===== src/rtl/sp_pack_pkg.sv =====
package sp_pack_pkg;

    localparam int FRAC_W   = 23;
    localparam int MANT_W   = FRAC_W + 3;
    localparam int IN_EXP_W = 10;
    localparam int BEXP_W   = IN_EXP_W + 2;
    localparam int EXP_F_W  = 8;
    localparam int WORD_W   = 1 + EXP_F_W + FRAC_W;
    localparam int EXP_BIAS = 127;
    localparam int EXP_TOP  = 255;
    localparam int SH_MAX   = MANT_W + 1;
    localparam int SH_W     = $clog2(2 * MANT_W);

    typedef enum logic [1:0] {
        CLS_ZERO = 2'd0,
        CLS_FIN  = 2'd1,
        CLS_INF  = 2'd2,
        CLS_NAN  = 2'd3
    } cls_e;

    typedef enum logic [1:0] {
        RND_NEAR = 2'd0,
        RND_ZERO = 2'd1,
        RND_UP   = 2'd2,
        RND_DOWN = 2'd3
    } rnd_e;

    typedef struct packed {
        cls_e                     cls;
        logic                     sign;
        logic                     subn;
        logic signed [BEXP_W-1:0] bexp;
        logic [FRAC_W:0]          kept;
        logic [1:0]               gr;
        logic                     stk;
        rnd_e                     mode;
        logic                     trap;
        logic [FRAC_W-1:0]        nan_frac;
    } aligned_t;

    typedef struct packed {
        logic [WORD_W-1:0] word;
        logic              ovf;
        logic              unf;
        logic              inx;
    } packed_t;

    function automatic logic round_inc(rnd_e mode, logic sign, logic lsb,
                                       logic g, logic r, logic s);
        logic lost;
        lost = g | r | s;
        case (mode)
            RND_NEAR: round_inc = g & (r | s | lsb);
            RND_ZERO: round_inc = 1'b0;
            RND_UP:   round_inc = lost & ~sign;
            default:  round_inc = lost & sign;
        endcase
    endfunction

    function automatic logic goes_to_inf(rnd_e mode, logic sign);
        case (mode)
            RND_NEAR: goes_to_inf = 1'b1;
            RND_ZERO: goes_to_inf = 1'b0;
            RND_UP:   goes_to_inf = ~sign;
            default:  goes_to_inf = sign;
        endcase
    endfunction

endpackage


===== src/rtl/sp_align.sv =====
module sp_align
    import sp_pack_pkg::*;
(
    input  logic [1:0]          cls,
    input  logic                sign,
    input  logic [IN_EXP_W-1:0] exp_in,
    input  logic [MANT_W-1:0]   mant,
    input  logic                sticky,
    input  logic [1:0]          mode,
    input  logic                trap,
    output aligned_t            al
);

    logic signed [BEXP_W-1:0] ext_exp;
    logic signed [BEXP_W-1:0] bexp;
    logic signed [BEXP_W-1:0] amt;
    logic [SH_W-1:0]          sh;
    logic [2*MANT_W-1:0]      wide;
    logic [MANT_W-1:0]        shifted;
    logic                     lost;
    logic                     subn;

    always_comb begin
        ext_exp = {{(BEXP_W-IN_EXP_W){exp_in[IN_EXP_W-1]}}, exp_in};
        bexp    = ext_exp + $signed(BEXP_W'(EXP_BIAS));
        subn    = (bexp <= $signed(BEXP_W'(0)));
        amt     = $signed(BEXP_W'(1)) - bexp;
        if (!subn)
            sh = '0;
        else if (amt > $signed(BEXP_W'(SH_MAX)))
            sh = SH_W'(SH_MAX);
        else
            sh = amt[SH_W-1:0];
        wide    = {mant, {MANT_W{1'b0}}} >> sh;
        shifted = wide[2*MANT_W-1:MANT_W];
        lost    = |wide[MANT_W-1:0];

        al.cls      = cls_e'(cls);
        al.sign     = sign;
        al.subn     = subn;
        al.bexp     = bexp;
        al.kept     = shifted[MANT_W-1:2];
        al.gr       = shifted[1:0];
        al.stk      = sticky | lost;
        al.mode     = rnd_e'(mode);
        al.trap     = trap;
        al.nan_frac = mant[MANT_W-2:2] | {1'b1, {(FRAC_W-1){1'b0}}};
    end

endmodule


===== src/rtl/sp_round_pack.sv =====
module sp_round_pack
    import sp_pack_pkg::*;
(
    input  aligned_t al,
    output packed_t  res
);

    logic                     inc;
    logic                     inx;
    logic [FRAC_W+1:0]        rounded;
    logic signed [BEXP_W-1:0] e2;

    always_comb begin
        inx     = al.gr[1] | al.gr[0] | al.stk;
        inc     = round_inc(al.mode, al.sign, al.kept[0], al.gr[1], al.gr[0], al.stk);
        rounded = {1'b0, al.kept} + (FRAC_W+2)'(inc);
        e2      = al.bexp + $signed({{(BEXP_W-1){1'b0}}, rounded[FRAC_W+1]});
        res     = '0;

        case (al.cls)
            CLS_ZERO: res.word = {al.sign, {(WORD_W-1){1'b0}}};
            CLS_INF:  res.word = {al.sign, {EXP_F_W{1'b1}}, {FRAC_W{1'b0}}};
            CLS_NAN:  res.word = {al.sign, {EXP_F_W{1'b1}}, al.nan_frac};
            default: begin
                res.inx = inx;
                if (al.subn) begin
                    if (rounded[FRAC_W]) begin
                        res.word = {al.sign, EXP_F_W'(1), {FRAC_W{1'b0}}};
                    end else begin
                        res.word = {al.sign, {EXP_F_W{1'b0}}, rounded[FRAC_W-1:0]};
                        res.unf  = inx | al.trap;
                    end
                end else if (e2 >= $signed(BEXP_W'(EXP_TOP))) begin
                    res.ovf = 1'b1;
                    res.inx = 1'b1;
                    if (goes_to_inf(al.mode, al.sign))
                        res.word = {al.sign, {EXP_F_W{1'b1}}, {FRAC_W{1'b0}}};
                    else
                        res.word = {al.sign, EXP_F_W'(EXP_TOP-1), {FRAC_W{1'b1}}};
                end else begin
                    res.word = {al.sign, e2[EXP_F_W-1:0], rounded[FRAC_W-1:0]};
                end
            end
        endcase
    end

endmodule


===== src/rtl/sp_result_packer.sv =====
module sp_result_packer
    import sp_pack_pkg::*;
(
    input  logic                clk,
    input  logic                rst,
    input  logic                in_valid,
    input  logic [1:0]          in_class,
    input  logic                in_sign,
    input  logic [IN_EXP_W-1:0] in_exp,
    input  logic [MANT_W-1:0]   in_mant,
    input  logic                in_sticky,
    input  logic [1:0]          rnd_mode,
    input  logic                uf_trap_en,
    output logic                out_valid,
    output logic [WORD_W-1:0]   out_word,
    output logic                out_overflow,
    output logic                out_underflow,
    output logic                out_inexact
);

    aligned_t al_d, al_q;
    logic     v_q;
    packed_t  res_d, res_q;
    logic     vo_q;

    sp_align u_align (
        .cls    (in_class),
        .sign   (in_sign),
        .exp_in (in_exp),
        .mant   (in_mant),
        .sticky (in_sticky),
        .mode   (rnd_mode),
        .trap   (uf_trap_en),
        .al     (al_d)
    );

    always_ff @(posedge clk) begin
        if (rst) begin
            v_q  <= 1'b0;
            al_q <= '0;
        end else begin
            v_q  <= in_valid;
            al_q <= al_d;
        end
    end

    sp_round_pack u_round (
        .al  (al_q),
        .res (res_d)
    );

    always_ff @(posedge clk) begin
        if (rst) begin
            vo_q  <= 1'b0;
            res_q <= '0;
        end else begin
            vo_q  <= v_q;
            res_q <= res_d;
        end
    end

    assign out_valid     = vo_q;
    assign out_word      = res_q.word;
    assign out_overflow  = res_q.ovf;
    assign out_underflow = res_q.unf;
    assign out_inexact   = res_q.inx;

endmodule


===== config.mk =====
export PLATFORM = sky130hd
export DESIGN_NAME = sp_result_packer
export DESIGN_NICKNAME = d
export VERILOG_FILES = /design/src/rtl/sp_pack_pkg.sv /design/src/rtl/sp_align.sv /design/src/rtl/sp_round_pack.sv /design/src/rtl/sp_result_packer.sv
export SDC_FILE = /design/constraint.sdc
export NUM_CORES = 1
export LEC_CHECK = 0
export BUFFER_PORTS_ARGS = -buffer_cell sky130_fd_sc_hd__buf_4
export CORE_MARGIN = 2
export CORE_UTILIZATION = 59
export CTS_CLUSTER_DIAMETER = 50
export DETAILED_ROUTE_END_ITERATION = 12
export PLACE_DENSITY = 0.86
export SYNTH_ARGS = -nofsm -noshare
export SYNTH_HDL_FRONTEND = slang
export SYNTH_SLANG_ARGS = --single-unit

===== constraint.sdc =====
create_clock -name clk -period 6.6 [get_ports clk]
set_input_delay 0.99 -clock clk [delete_from_list [all_inputs] [get_ports clk]]
set_output_delay 0.99 -clock clk [all_outputs]
set_load 0.02 [all_outputs]

==> metrics.txt <==
# TYPE chip_impl_metric gauge
chip_impl_metric{name="detailedRoute.firstIterationViolations",unit=""} 894
chip_impl_metric{name="synth.lib_cells_used.distinct",unit=""} 84
chip_impl_info{name="terminus_of_the_critical_flop_to_flop_path",value="out_word[1]"} 1
chip_impl_metric{name="worst_vdd_rail_ir_drop",unit="mV"} 0.179
chip_impl_metric{name="initial_core_util",unit="%"} 59.8
chip_impl_metric{name="clk_transition_reported_paths",unit="ps"} 100
chip_impl_metric{name="power_density_relative_to_cell_area",unit="nW/um^2"} 218
chip_impl_metric{name="cts_post_setup_buffers_inserted",unit=""} 0
chip_impl_metric{name="final.period_utilization",unit="%"} 91.1
chip_impl_metric{name="detail-route-antenna-nets",unit=""} 0
chip_impl_info{name="synth_top_cells_by_area",value="dfxtp_1 (33%), nor2_1 (7.3%), xnor2_1 (4.1%), o21ai_0 (3.8%), a221oi_1 (3.5%)"} 1
chip_impl_metric{name="ios",unit=""} 82
chip_impl_metric{name="ys_seq_area_share",unit="%"} 32.7
chip_impl_info{name="min_delay_worst_endpoint",value="out_valid"} 1
chip_impl_info{name="tritoncts",value="yes"} 1
chip_impl_metric{name="utilization",unit="%"} 68.2
chip_impl_info{name="commonest_cells_in_the_synthesized_netlist",value="nor2_1 (125), dfxtp_1 (105), nand2_1 (60)"} 1
chip_impl_metric{name="cts_max_path_buffers",unit=""} 2
chip_impl_metric{name="worstPathArrival",unit="ps"} 6250
chip_impl_metric{name="postSynthCellCount",unit=""} 818
chip_impl_metric{name="grt_overflow",unit=""} 0
chip_impl_metric{name="avgSynthCellArea",unit="um^2"} 7.85
chip_impl_info{name="reg2reg_from",value="al_q[25]"} 1
chip_impl_metric{name="hold_violations",unit=""} 0
chip_impl_metric{name="grt_pass1_vias",unit=""} 6378
chip_impl_info{name="status",value="complete, no violations"} 1
chip_impl_metric{name="clk_latency",unit="ps"} 380
chip_impl_info{name="holdCritPathClass",value="register to register"} 1
chip_impl_metric{name="fraction_of_layout_cells_with_a_size_suffix_above_1",unit="%"} 17.2
chip_impl_info{name="crit_path_start_kind",value="register"} 1
chip_impl_metric{name="cts-buffers-inserted",unit=""} 9
chip_impl_metric{name="route.detailed.vias_per_inst",unit=""} 6.63
chip_impl_info{name="setup.worst_path.end_class",value="register"} 1
chip_impl_metric{name="post_route_setup_tns",unit="ps"} 0
chip_impl_info{name="synth-main-ff-cell",value="dfxtp_1"} 1
chip_impl_info{name="timing.hold.worst.start",value="v_q"} 1
chip_impl_metric{name="synthesis.nets",unit=""} 872
chip_impl_metric{name="core.rowCount",unit=""} 38
chip_impl_metric{name="post_cts_hold_buffer_count",unit=""} 0
chip_impl_metric{name="place.port_buffers",unit=""} 81
chip_impl_metric{name="leakage",unit="nW"} 2.91
chip_impl_metric{name="firstDrtPassIters",unit=""} 5
chip_impl_metric{name="r2r_cells",unit=""} 27
chip_impl_metric{name="max-slew-margin-rel",unit="%"} 39.3
chip_impl_metric{name="postCtsResizedCells",unit=""} 0
chip_impl_metric{name="synth_enable_flop_cells",unit=""} 0
chip_impl_metric{name="design.final.nets",unit=""} 927
chip_impl_metric{name="async_flop_share",unit="%"} 0
chip_impl_metric{name="grt_start_max_net_pins",unit=""} 81
chip_impl_metric{name="detailroute.via_count",unit=""} 6752
chip_impl_metric{name="placeableCoreArea",unit="um^2"} 10700
chip_impl_metric{name="timing_max_transition_violations_final",unit=""} 0
chip_impl_metric{name="final_min_period",unit="ps"} 6020
chip_impl_metric{name="report.final.setup_viol",unit=""} 0
chip_impl_metric{name="synth_seq_cells",unit=""} 105
chip_impl_metric{name="drt-total-wl",unit="mm"} 21.5
chip_impl_metric{name="post_drt_wl_per_cell",unit="um"} 21.2
chip_impl_metric{name="maxCapViolations",unit=""} 0
chip_impl_metric{name="transition_at_the_pin_with_the_smallest_max_transition_slack",unit="ps"} 904
chip_impl_metric{name="globalRouteTotalUtil",unit="%"} 37.2
chip_impl_metric{name="drc",unit=""} 0
chip_impl_metric{name="global_route_wire_length_before_repair",unit="mm"} 33.7
chip_impl_metric{name="dpl.hpwl",unit="mm"} 15.8
chip_impl_metric{name="die_height",unit="um"} 108
chip_impl_metric{name="htree_levels",unit=""} 3
chip_impl_metric{name="r2r_slack",unit="ps"} 580
chip_impl_info{name="timing.setup.critical_path_class",value="register to register"} 1
chip_impl_info{name="post-synth-top-count-cell",value="nor2_1"} 1
chip_impl_metric{name="highest_fanout_seen_on_the_critical_path",unit=""} 22
chip_impl_metric{name="antenna_found_initial",unit=""} 0
chip_impl_info{name="rsz_0062_raised_after_global_routing",value="false"} 1
chip_impl_metric{name="worstPathRequired",unit="ps"} 6840
chip_impl_metric{name="floorplan.die_area",unit="um^2"} 11700
chip_impl_metric{name="post_synth_instance_area",unit="um^2"} 6420
chip_impl_info{name="library_cell_occupying_the_most_area_in_the_post_synthesis_netlist",value="dfxtp_1"} 1
chip_impl_metric{name="num_antenna_cells",unit=""} 0
chip_impl_metric{name="chipWidth",unit="um"} 108
chip_impl_metric{name="final_weighted_congestion_in_routability_driven_placement",unit=""} 0.979
chip_impl_metric{name="hold_path_depth",unit=""} 1
chip_impl_metric{name="synth.top_cell.area_share",unit="%"} 32.7
chip_impl_metric{name="clock.fmax",unit="MHz"} 166
chip_impl_info{name="clk_root_buffer_cell",value="clkbuf_8"} 1
chip_impl_metric{name="clock-sinks",unit=""} 105
chip_impl_metric{name="synth_warnings",unit=""} 0
chip_impl_metric{name="syn2layout_area_growth",unit="%"} 14.0
chip_impl_info{name="origin_of_the_worst_setup_path",value="al_q[25]"} 1
chip_impl_metric{name="worst_clock_skew",unit="ps"} 17.6
[kinds of logic after synthesis]
logic type | after synthesis | synth area share [%]
buf+inv | 74 | 4.69
fa+ha+maj | 8 | 1.56
flops | 105 | 32.7
xor+xnor | 41 | 5.59
compound gates | 216 | 25.0
simple gates | 359 | 28.0
mux | 15 | 2.47
[area by class of cell]
type                            count  area (um^2)
Multi-Input combinational cell    639         4030
Inverter                           20         75.1
Clock inverter                      6         72.6
Tap cell                          140          175
Sequential cell                   105         2100
Fill cell                         866         3420
Clock buffer                       10          138
Timing Repair Buffer               98          736
[cell usage in the layout (no fill, tap or decap), types with 6 or more instances in the layout]
| cell | Yosys | layout |
|---|---|---|
| a21oi_1 | 23 | 23 |
| nand2_1 | 60 | 60 |
| o21ai_0 | 49 | 49 |
| and2_1 | 8 | 8 |
| a31oi_1 | 9 | 9 |
| dfxtp_1 | 105 | 105 |
| nor3_1 | 16 | 16 |
| buf_4 | 0 | 98 |
| and3_1 | 17 | 17 |
| clkbuf_8 | 0 | 10 |
| mux2_2 | 6 | 6 |
| a211oi_1 | 6 | 6 |
| nand2b_1 | 11 | 11 |
| xnor2_1 | 30 | 30 |
| o22ai_1 | 8 | 8 |
| o211ai_1 | 9 | 9 |
| xor2_1 | 11 | 11 |
| a32oi_1 | 15 | 15 |
| ha_1 | 8 | 8 |
| mux2i_1 | 8 | 8 |
| o21ai_1 | 9 | 9 |
| a221oi_1 | 26 | 26 |
| nand4_1 | 11 | 11 |
| nor2b_1 | 25 | 25 |
| inv_1 | 20 | 20 |
| nand3_1 | 45 | 45 |
| nor2_1 | 125 | 125 |
[through the flow]
step / setup slack [ps] / power, mW / std cells / hold slack, ps / area, um^2
after floorplan: 1550 / 1.02 / 818 / 414 / 6420
after global placement: 675 / 1.18 / 1002 / 430 / 7120
after detailed placement: 545 / 1.18 / 1002 / 430 / 7120
after CTS: 649 / 1.59 / 1018 / 470 / 7330
after global routing: 83.6 / 1.67 / 1018 / 490 / 7330
final: 585 / 1.60 / 1018 / 472 / 7330
[per-layer routing]
| metal | share of wire, % | global-route usage, % | wire length, um | vias to the layer above |
|---|---|---|---|---|
| met4 | 2.9 | 12.5 | 631 | 0 |
| met5 | 0 | 0 | 0 | - |
| met1 | 42 | 49.6 | 9120 | 3180 |
| met3 | 9.1 | 7.72 | 1950 | 70 |
| met2 | 46 | 60.2 | 9830 | 388 |
| li1 | - | - | - | 3114 |
[critical path: stages, from the launching register on]
cell      delay [ps]
dfxtp_1          430
nor2b_1          180
ha_1             250
nor2_1           140
nand2_1           90
o21ai_0          110
ha_1             350
ha_1             290
and3_1           260
and2_1           200
nand2_1           80
nor2_1           330
and3_1           240
ha_1             210
ha_1             210
nand3_1          120
xor2_1           180
nor2_1            90
nand4_1          110
nor4_1           270
nor3_1            70
nor2_1            90
o221ai_1         120
buf_4            200
nand2_1           70
nand2_1          460
a221oi_1         610
nor2_1            80
[power by group]
part,switching [mW],total [mW],leakage [nW],internal (mW)
clock network,0.219,0.409,0.104,0.190
registers,0.0300,0.706,0.866,0.676
logic,0.313,0.485,1.94,0.172
total,0.562,1.60,2.91,1.04
[registers in the layout, summed over array words and instances (netlist names)]
register / flops
out_underflow: 1
out_valid: 1
out_inexact: 1
out_overflow: 1
v_q: 1
al_q: 68
out_word: 32
[how the worst max path moves through the flow]
stage | end | cells past startpoint
after detailed placement | al_q[26] | 16
after global placement | al_q[26] | 16
after global routing | out_word[3] | 27
after floorplan | al_q[26] | 18
after CTS | out_word[1] | 27
final | out_word[1] | 27
Power figures use the tool's default switching activity.
